<file path="config.mk">
export PLATFORM = sky130hd
export DESIGN_NAME = evtmr_top
export DESIGN_NICKNAME = d
export VERILOG_FILES = /design/src/rtl/evtmr_pkg.sv /design/src/rtl/evtmr_counter.sv /design/src/rtl/evtmr_channel.sv /design/src/rtl/evtmr_top.sv
export SDC_FILE = /design/constraint.sdc
export NUM_CORES = 2
export LEC_CHECK = 0
export BUFFER_PORTS_ARGS = -buffer_cell sky130_fd_sc_hd__buf_2
export CAP_MARGIN = 20
export CORE_UTILIZATION = 30
export DETAILED_ROUTE_END_ITERATION = 7
export GPL_ROUTABILITY_DRIVEN = 0
export GPL_TIMING_DRIVEN = 0
export PLACE_DENSITY = 0.5
export SKIP_LAST_GASP = 1
export SLEW_MARGIN = 25
export SYNTH_ARGS = -nofsm -noshare
export SYNTH_HDL_FRONTEND = slang
export SYNTH_SLANG_ARGS = --single-unit
</file>
<file path="constraint.sdc">
create_clock -name clk -period 5.5 [get_ports clk]
set_input_delay 0.275 -clock clk [delete_from_list [all_inputs] [get_ports clk]]
set_output_delay 0.275 -clock clk [all_outputs]
set_load 0.03 [all_outputs]
</file>
<file path="src/rtl/evtmr_pkg.sv">
// Shared constants and types for the multi-channel event timer.
// Assumes word-aligned byte offsets on a 12-bit address bus.
package evtmr_pkg;
    parameter int WORD_W = 32;
    parameter int CNT_W  = 2 * WORD_W;
    parameter int ADDR_W = 12;
    parameter int ROUTE_W = 5;

    localparam logic [ADDR_W-1:0] OFS_IDENT  = 12'h000;
    localparam logic [ADDR_W-1:0] OFS_TICKFS = 12'h004;
    localparam logic [ADDR_W-1:0] OFS_GCTRL  = 12'h010;
    localparam logic [ADDR_W-1:0] OFS_PEND   = 12'h020;
    localparam logic [ADDR_W-1:0] OFS_CNT_LO = 12'h0F0;
    localparam logic [ADDR_W-1:0] OFS_CNT_HI = 12'h0F4;
    localparam int CH_BASE   = 'h100;
    localparam int CH_STRIDE = 'h20;
    localparam logic [4:0] SUB_CFG    = 5'h00;
    localparam logic [4:0] SUB_CMP_LO = 5'h08;
    localparam logic [4:0] SUB_CMP_HI = 5'h0C;

    // Per-channel writable configuration
    typedef struct packed {
        logic [ROUTE_W-1:0] route;
        logic               f32;
        logic               sv;
        logic               per;
        logic               ten;
        logic               lvl;
    } chan_cfg_t;
endpackage

</file>
<file path="src/rtl/evtmr_counter.sv">
// Main 64-bit counter. Counts one per clock while run is high and accepts
// half-word writes only while stopped. Assumes a synchronous active-low reset.
module evtmr_counter
    import evtmr_pkg::*;
(
    input  logic             clk,
    input  logic             rst_n,
    input  logic             run,
    input  logic             we_lo,
    input  logic             we_hi,
    input  logic [WORD_W-1:0] wdata,
    output logic [CNT_W-1:0] cnt_q
);
    // Advance while running, otherwise accept software loads
    always_ff @(posedge clk) begin
        if (!rst_n) begin
            cnt_q <= '0;
        end else if (run) begin
            cnt_q <= cnt_q + 1'b1;
        end else begin
            if (we_lo) cnt_q[WORD_W-1:0]     <= wdata;
            if (we_hi) cnt_q[CNT_W-1:WORD_W] <= wdata;
        end
    end

    AST_CNT_STEP: assert property (@(posedge clk) disable iff (!rst_n)
        run |=> (cnt_q == $past(cnt_q) + 1'b1));
    AST_CNT_HOLD: assert property (@(posedge clk) disable iff (!rst_n)
        (!run && !we_lo && !we_hi) |=> $stable(cnt_q));
endmodule

</file>
<file path="src/rtl/evtmr_channel.sv">
// One comparator channel: config, comparator, period, set-value handshake,
// match detection and the edge pulse. Assumes at most one bus write per cycle;
// a bus write to the comparator wins over a periodic advance in the same cycle.
module evtmr_channel
    import evtmr_pkg::*;
(
    input  logic              clk,
    input  logic              rst_n,
    input  logic [CNT_W-1:0]  cnt,
    input  logic              run,
    input  logic              cfg_we,
    input  logic              cmp_lo_we,
    input  logic              cmp_hi_we,
    input  logic [WORD_W-1:0] wdata,
    output chan_cfg_t         cfg_q,
    output logic [CNT_W-1:0]  cmp_q,
    output logic              match,
    output logic              pulse_q
);
    logic [CNT_W-1:0] per_q;
    logic             step_q;
    logic             hi_to_cmp;
    logic             eq_lo;
    logic             eq_hi;

    // Compare the two halves separately so force 32-bit can drop the top
    always_comb begin
        eq_lo = (cnt[WORD_W-1:0] == cmp_q[WORD_W-1:0]);
        eq_hi = (cnt[CNT_W-1:WORD_W] == cmp_q[CNT_W-1:WORD_W]);
        match = run && cfg_q.ten && eq_lo && (cfg_q.f32 || eq_hi);
    end

    // Route a high-half write to the comparator or to the period
    always_comb hi_to_cmp = !cfg_q.per || (cfg_q.sv && !step_q);

    // Register updates: config, handshake, comparator loads and advances
    always_ff @(posedge clk) begin
        if (!rst_n) begin
            cfg_q   <= '0;
            cmp_q   <= '1;
            per_q   <= '0;
            step_q  <= 1'b0;
            pulse_q <= 1'b0;
        end else begin
            pulse_q <= match && !cfg_q.lvl;
            if (cfg_we) begin
                cfg_q.lvl   <= wdata[1];
                cfg_q.ten   <= wdata[2];
                cfg_q.per   <= wdata[3];
                cfg_q.sv    <= wdata[6];
                cfg_q.f32   <= wdata[8];
                cfg_q.route <= wdata[13:9];
                step_q      <= 1'b0;
            end else if (cmp_lo_we) begin
                if (!cfg_q.per) begin
                    cmp_q[WORD_W-1:0] <= wdata;
                end else if (cfg_q.sv && !step_q) begin
                    cmp_q[WORD_W-1:0] <= wdata;
                    step_q <= 1'b1;
                end else if (cfg_q.sv) begin
                    per_q[WORD_W-1:0] <= wdata;
                    cfg_q.sv <= 1'b0;
                    step_q   <= 1'b0;
                end else begin
                    per_q[WORD_W-1:0] <= wdata;
                end
            end else if (cmp_hi_we) begin
                if (hi_to_cmp) cmp_q[CNT_W-1:WORD_W] <= wdata;
                else           per_q[CNT_W-1:WORD_W] <= wdata;
            end else if (match && cfg_q.per) begin
                if (cfg_q.f32)
                    cmp_q[WORD_W-1:0] <= cmp_q[WORD_W-1:0] + per_q[WORD_W-1:0];
                else
                    cmp_q <= cmp_q + per_q;
            end
        end
    end

    AST_SV_CLEAR: assert property (@(posedge clk) disable iff (!rst_n)
        (cmp_lo_we && !cfg_we && cfg_q.per && cfg_q.sv && step_q) |=> !cfg_q.sv);
    AST_PER_ADV: assert property (@(posedge clk) disable iff (!rst_n)
        (match && cfg_q.per && !cfg_q.f32 && !cfg_we && !cmp_lo_we && !cmp_hi_we)
        |=> (cmp_q == $past(cmp_q) + $past(per_q)));
    AST_F32_HIKEEP: assert property (@(posedge clk) disable iff (!rst_n)
        (match && cfg_q.per && cfg_q.f32 && !cfg_we && !cmp_lo_we && !cmp_hi_we)
        |=> $stable(cmp_q[CNT_W-1:WORD_W]));
endmodule

</file>
<file path="src/rtl/evtmr_top.sv">
// Multi-channel event timer top: bus decode, global control, pending
// register with write-one-to-clear, read mux and interrupt outputs.
// Assumes word-aligned accesses and one write per clock.
module evtmr_top
    import evtmr_pkg::*;
#(
    parameter int          NUM_CH    = 3,
    parameter logic [15:0] VENDOR_ID = 16'h5EED,
    parameter logic [7:0]  REV_ID    = 8'h01,
    parameter logic [31:0] TICK_FS   = 32'd69841279
) (
    input  logic              clk,
    input  logic              rst_n,
    input  logic              bus_wr,
    input  logic [11:0]       bus_addr,
    input  logic [31:0]       bus_wdata,
    output logic [31:0]       bus_rdata,
    output logic [NUM_CH-1:0] irq
);
    localparam logic [4:0]  CH_LAST = 5'(NUM_CH - 1);
    localparam logic [31:0] IDENT_WORD = {VENDOR_ID, 1'b0, 1'b0, 1'b1, CH_LAST, REV_ID};

    logic              run_q;
    logic              legacy_q;
    logic [NUM_CH-1:0] pend_q;
    logic [NUM_CH-1:0] clr;
    logic [NUM_CH-1:0] match_v;
    logic [NUM_CH-1:0] pulse_v;
    logic [NUM_CH-1:0] ch_hit;
    logic [CNT_W-1:0]  cnt;
    chan_cfg_t         cfg_v [NUM_CH];
    logic [CNT_W-1:0]  cmp_v [NUM_CH];

    // Global control word: run bit and a stored legacy-select bit
    always_ff @(posedge clk) begin
        if (!rst_n) begin
            run_q    <= 1'b0;
            legacy_q <= 1'b0;
        end else if (bus_wr && bus_addr == OFS_GCTRL) begin
            run_q    <= bus_wdata[0];
            legacy_q <= bus_wdata[1];
        end
    end

    evtmr_counter u_cnt (
        .clk   (clk),
        .rst_n (rst_n),
        .run   (run_q),
        .we_lo (bus_wr && bus_addr == OFS_CNT_LO),
        .we_hi (bus_wr && bus_addr == OFS_CNT_HI),
        .wdata (bus_wdata),
        .cnt_q (cnt)
    );

    // Clear mask from a write to the pending word
    always_comb clr = (bus_wr && bus_addr == OFS_PEND) ? bus_wdata[NUM_CH-1:0] : '0;

    // Pending bits: a new match wins over a clear in the same cycle
    always_ff @(posedge clk) begin
        if (!rst_n) pend_q <= '0;
        else        pend_q <= (pend_q & ~clr) | match_v;
    end

    for (genvar n = 0; n < NUM_CH; n++) begin : g_ch
        localparam logic [ADDR_W-1:0] LO = ADDR_W'(CH_BASE + CH_STRIDE * n);
        localparam logic [ADDR_W-1:0] HI = ADDR_W'(CH_BASE + CH_STRIDE * (n + 1) - 1);

        assign ch_hit[n] = (bus_addr >= LO) && (bus_addr <= HI);

        evtmr_channel u_ch (
            .clk       (clk),
            .rst_n     (rst_n),
            .cnt       (cnt),
            .run       (run_q),
            .cfg_we    (bus_wr && ch_hit[n] && bus_addr[4:0] == SUB_CFG),
            .cmp_lo_we (bus_wr && ch_hit[n] && bus_addr[4:0] == SUB_CMP_LO),
            .cmp_hi_we (bus_wr && ch_hit[n] && bus_addr[4:0] == SUB_CMP_HI),
            .wdata     (bus_wdata),
            .cfg_q     (cfg_v[n]),
            .cmp_q     (cmp_v[n]),
            .match     (match_v[n]),
            .pulse_q   (pulse_v[n])
        );

        // Output select: held level or single-cycle pulse
        assign irq[n] = cfg_v[n].lvl ? (pend_q[n] && cfg_v[n].ten) : pulse_v[n];

        AST_PEND_SET: assert property (@(posedge clk) disable iff (!rst_n)
            match_v[n] |=> pend_q[n]);
        AST_PEND_KEEP: assert property (@(posedge clk) disable iff (!rst_n)
            (pend_q[n] && !clr[n]) |=> pend_q[n]);
        AST_EDGE_TIE: assert property (@(posedge clk) disable iff (!rst_n)
            (!cfg_v[n].lvl && irq[n]) |-> pend_q[n]);
    end

    // Read mux over global words and channel words
    always_comb begin
        bus_rdata = '0;
        case (bus_addr)
            OFS_IDENT:  bus_rdata = IDENT_WORD;
            OFS_TICKFS: bus_rdata = TICK_FS;
            OFS_GCTRL:  bus_rdata = {30'b0, legacy_q, run_q};
            OFS_PEND:   bus_rdata = WORD_W'(pend_q);
            OFS_CNT_LO: bus_rdata = cnt[WORD_W-1:0];
            OFS_CNT_HI: bus_rdata = cnt[CNT_W-1:WORD_W];
            default:    bus_rdata = '0;
        endcase
        for (int n = 0; n < NUM_CH; n++) begin
            if (ch_hit[n]) begin
                case (bus_addr[4:0])
                    SUB_CFG:    bus_rdata = {16'b0, 2'b00, cfg_v[n].route, cfg_v[n].f32,
                                             1'b0, cfg_v[n].sv, 2'b11, cfg_v[n].per,
                                             cfg_v[n].ten, cfg_v[n].lvl, 1'b0};
                    SUB_CMP_LO: bus_rdata = cmp_v[n][WORD_W-1:0];
                    SUB_CMP_HI: bus_rdata = cmp_v[n][CNT_W-1:WORD_W];
                    default:    bus_rdata = '0;
                endcase
            end
        end
    end
endmodule

</file>
* Word level (Yosys, flattened, before mapping)
Cells that the tools add are included.
Widths: inputs -> output; s select.
** Cells by class
- Add/subtract/negate cells :: 7
- $lt $le $gt $ge :: 6
- Eq/ne operators :: 28
- Mux-type cells :: 59
- Bitwise gates (word level) :: 16
- Reductions and logical operators :: 95
** Operators with widths (count)
- $mux 32 :: 29
- $pmux 32 s3 :: 3
- $mux 64 :: 4
- $add 64x64->64 :: 3
- $eq 32x32->1 :: 6
- $pmux 32 s6 :: 1
- $add 32x32->32 :: 3
- $add 64x1->64 const B :: 1
- $logic_and 1x1->1 :: 40
- $ge 12x9->1 const B :: 3
- $le 12x9->1 const B :: 3
- $reduce_and 4->1 :: 9
- $reduce_bool 2->1 :: 17
- $eq 12x8->1 const B :: 2
- $mux 1 :: 21
- $ne 2x1->1 const B :: 9
- $reduce_and 3->1 :: 6
- $reduce_and 5->1 :: 3
- $not 1->1 :: 13
- $eq 12x3->1 const B :: 1
- $eq 12x5->1 const B :: 1
- $eq 12x6->1 const B :: 1
- $logic_not 12->1 :: 1
- $eq 5x4->1 const B :: 2
- 10 further kinds :: 29
** Word-level totals
- Bits in registers :: 489
- Input bits :: 47
- Output and inout bits :: 35
- Word-level logic and storage cells :: 252

* Longest topological paths before layout
- Word-level depth :: 7
- Gate-level depth with buffers :: 15
- Mapped depth without buffers :: 15

* Cells and area by module
Synthesis repeated with hierarchy kept, for this count alone.
** Second synthesis, totals
- Cell total of the unflattened synthesis :: 4971
- Area total of the unflattened synthesis :: 37709.9 um^2
** Modules (own cells, without submodules)
- evtmr_channel (g_ch[1].u_ch ...) :: times used 2, cells an instance 1330, area an instance 10151.0 um^2, seq. area each 2802.7 um^2
- evtmr_channel (g_ch[0].u_ch) :: times used 1, cells an instance 1376, area an instance 10460.0 um^2, seq. area each 2802.7 um^2
- evtmr_counter :: times used 1, cells an instance 511, area an instance 3942.5 um^2, seq. area each 1281.2 um^2
- evtmr_top :: times used 1, cells an instance 424, area an instance 3005.4 um^2, seq. area each 100.1 um^2

* Worst setup path before layout
OpenSTA, ideal clock, no wires.
- Path type :: flip-flop to flip-flop
- Start :: register g_ch[1].u_ch.cmp_q[0]
- End :: register g_ch[1].u_ch.cmp_q[58]
- Setup time :: 0.059 ns
- Arrival :: 3.427 ns
- Data required time :: 5.441 ns
- Setup slack :: 2.014 ns
- Cell stages (with the launch flop) :: 16
- Buffers on the path :: 0
- Clock period less this slack :: 3.486 ns
- Cells stage by stage :: dfxtp_1 > ha_1 > inv_1 > fa_1 > nand2b_1 > a21oi_1 > a211oi_1 > a21oi_1 > o2111ai_1 > a21bo_2 > a211oi_1 > o21ai_1 > nor4_1 > nor3_1 > o311ai_0 > o31a_1
** Between the ends
- Cells in the longest elaborated chain, start to end :: 6
- Elaborated cells between the ends (all ways) :: 10
- Those cells by class :: 1 x add/sub; 1 x eq/ne; 3 x mux; 5 x reduce/logical
** Ends and longest elaborated chain
- start, declared :: RTL line evtmr_channel.sv:16 : output logic [CNT_W-1:0] cmp_q,
- start signal, assigned by index :: RTL line evtmr_channel.sv:56 : cmp_q[WORD_W-1:0] <= wdata;
- start signal, assigned by index :: RTL line evtmr_channel.sv:58 : cmp_q[WORD_W-1:0] <= wdata;
- start signal, assigned by index :: RTL line evtmr_channel.sv:68 : if (hi_to_cmp) cmp_q[CNT_W-1:WORD_W] <= wdata;
- branches (longest 6 deep; another with $add 64x64->64)
Parallel ways; which one is timed is not known. The select of a mux whose other input is x is not followed.
A chain may end at the register's enable or synchronous reset.

* Worst setup path after layout
- Start :: register g_ch[1].u_ch.cmp_q[0]
- End :: register g_ch[1].u_ch.cmp_q[60]
The elaborated chain is that of the path after synthesis.

==> flow_summary.ini <==
[place]
hpwl_mm = 158
pre_cts_ws_ns = 0.421
dp.cells = 6785
place_area_mm2 = 0.0397
port_buffers = 70

[routing]
drcViolationCount = 46
vias = 41537
dr.pass1.iters = 8
routedWlPerCell_um = 29.7
totalWireLength_mm = 205
drtIter0Drc = 6421
post_drt_via_cell_ratio = 6.00
ant_nets = 0

[sta]
min_period_ns = 4.98
min_period_over_period_pct = 90.5
hold_ws_ns = 0.0559
fmax_mhz = 201
drv_slew = 0
setup-tns-final_ns = 0
worst_slack_ns = 0.525
hold_viol = 0
rsz0062_at_grt = no
max_slew_margin_pct = 13.5
clock_skew_ns = 0.0650
setup_viol = 0
tightest_slew_ns = 1.28

[grt]
grt_max_degree = 16
grt_antenna_before_repair = 28
gr-usage-all-layers_pct = 32.3
grt_pass1_vias = 36974
grt_first_pass_wirelength_mm = 284
grt_overflow = 0

[die]
fp.dieH_um = 351
boundaryPins = 82
coreArea_mm2 = 0.120
rows = 127
fp.dieW_um = 351
initial_core_util_pct = 30.4
fp.dieArea_mm2 = 0.123

[clocking]
cts_max_path_buffers = 3
cts_tree = built
path_clk_slew_ns = 0.07
postCtsSetupBuffers = 0
cts_sinks = 489
htree_num_levels = 2
ctsHoldBuffers = 0
cts_resized = 0
numCtsBuffers = 60
cts-root-buf = clkbuf_16
clk_latency_ns = 0.73

[finish]
layout_common_cells = nand2_1 (1044), a21oi_1 (633), dfxtp_1 (489)
drive_above_1_share_pct = 6.25
final_area_mm2 = 0.0420
layout_commonest_cell = nand2_1
layout.cells.non_filler = 6918
synthToLayoutAreaGrowth_pct = 14.7
finish.utilization_pct = 34.9
nets = 5475

[critical_path]
r2r_start = g_ch[1].u_ch.cmp_q[0]
crit_required_ns = 6.05
r2r_slack_ns = 0.52
end_kind = flip-flop
critical_path_class = flip-flop to flip-flop
r2r_end = g_ch[1].u_ch.cmp_q[60]
crit_arrival_ns = 5.52
start_kind = flip-flop
cp_max_fo = 4
ff2ff_path_depth = 15

[logic_synthesis]
synthSimpleGateAreaFrac_pct = 22.3
ys.flop_type = dfxtp_1
synthArstFlopShare_pct = 0
synth.mux.area_fraction_pct = 5.18
synth_area_mm2 = 0.0366
synth_cell_type_count = 87
synth_xor_area_share_pct = 10.1
postSynthAreaPerCell_um2 = 7.22
synth-edff-count = 0
seq_area_frac_synth_pct = 26.7
synth_compound_area_share_pct = 23.9
synth-seq-cells = 489
synthAdderAreaFrac_pct = 6.65
ys_warn_count = 0
syn_inst = 5076
syn-num-nets = 5316
synth_top_family_by_area = compound AO/OA/AOI/OAI gates

[pwr]
vdd_drop_max_uv = 279
p_total_mw = 8.72
power_density_mw_per_mm2 = 208
leakage_nw = 17.2

[min_path]
hold_path_startpoint = bus_wdata[2]
min_path_type = input port to flip-flop
min_to = u_cnt.cnt_q[2]
worstHoldPathCells = 4

[outcome]
status = complete, but fails checks
violations = design-rule violations

[flow_run]
cap_violations = 0
==> synth_stat cells, types with 6 or more instances <==
master	instances	area (µm²)
o41ai_1	6	52.6
o21a_1	24	180
a21boi_0	13	97.6
nor2_1	314	1180
o2111ai_1	17	149
mux2i_1	175	1750
a221oi_1	16	140
nand4_1	88	551
o31ai_1	15	113
xor2_1	218	1910
o211ai_1	68	510
a31oi_1	31	194
buf_1	15	56.3
buf_4	10	75.1
a21oi_1	633	3170
a311oi_1	25	219
o22ai_1	28	175
and3_1	65	407
inv_1	69	259
nand3_1	103	515
a211oi_1	54	405
ha_1	190	2380
o21ai_1	7	35.0
dfxtp_1	489	9790
a22oi_1	11	82.6
clkbuf_1	355	1330
nand2b_1	32	200
and4_1	10	87.6
mux2_2	13	146
xnor2_1	205	1800
o21ai_0	251	1260
or4_1	7	52.6
buf_2	24	120
a211o_1	7	61.3
nand4b_1	6	52.6
nor4_1	56	350
or3_1	17	106
a21o_1	127	953
and2_1	16	100
nor2b_1	21	131
nand2_1	1044	3920
nor3_1	59	295
o21bai_1	42	315
o31a_1	12	105
==> sequential cells by signal, indices dropped and copies added (netlist names) <==
name / cells
run_q: 1
u_cnt.cnt_q: 64
g_ch.u_ch.step_q: 3
g_ch.u_ch.per_q: 192
legacy_q: 1
g_ch.u_ch.pulse_q: 3
pend_q: 3
g_ch.u_ch.cmp_q: 192
g_ch.u_ch.cfg_q: 30
==> final cells by class <==
class / instances / area (µm²)
clock inverters: 32 / 485
diodes: 23 / 57.6
multi-input cells: 4108 / 25000
well taps: 1612 / 2020
flip-flops and latches: 489 / 9790
fillers: 13123 / 78400
inverters: 70 / 263
repair buffers: 97 / 1020
plain buffers: 409 / 1700
clock buffers: 78 / 1710
==> layer usage <==
metal  vias up  part of all wire (%)  GRT usage (%)
met5         -                 0.046              0
met4        14                   7.6           20.6
met3       732                    13           11.6
met2      2873                    39           44.9
met1     19680                    40           42.0
li1      18238                     -              -
==> power by group <==
part	switching, mW	total (mW)	internal (mW)
sequential	0.000400	3.54	3.54
clock	1.86	4.60	2.74
combinational	0.472	0.582	0.110
==> worst max-delay path by stage <==
stage | end | cells past startpoint | from
2_1_floorplan | g_ch[1].u_ch.cmp_q[58] | 15 | g_ch[1].u_ch.cmp_q[0]
3_3_place_gp | g_ch[1].u_ch.cmp_q[52] | 13 | bus_addr[9]
3_5_place_dp | g_ch[1].u_ch.cmp_q[52] | 13 | bus_addr[9]
4_1_cts | g_ch[2].u_ch.cmp_q[60] | 15 | g_ch[2].u_ch.cmp_q[0]
5_1_grt | g_ch[1].u_ch.cmp_q[60] | 15 | g_ch[1].u_ch.cmp_q[0]
6_report | g_ch[1].u_ch.cmp_q[60] | 15 | g_ch[1].u_ch.cmp_q[0]
==> critical path: stages, from the launching register on <==
cell	delay [ns]
dfxtp_1	0.49
ha_1	0.25
inv_1	0.06
fa_1	0.40
nand2b_1	0.16
a21oi_1	0.35
a211oi_1	0.21
a21oi_1	0.40
o2111ai_1	0.28
a21bo_2	0.33
a211oi_1	0.28
o21ai_1	0.19
nor4_1	0.79
nor2_1	0.07
a2111oi_0	0.43
o21ai_0	0.12
==> kinds of logic (layout without fill, tap and decap cells) <==
| kind of cell | Yosys count | after routing |
|---|---|---|
| buf+inv | 479 | 686 |
| flops | 489 | 489 |
| other cells | 0 | 23 |
| simple gates | 1862 | 1862 |
| fa+ha+maj | 193 | 193 |
| xor+xnor | 423 | 423 |
| compound gates | 1442 | 1442 |
| mux | 188 | 188 |
No activity file was read; power rests on OpenSTA's default activity.
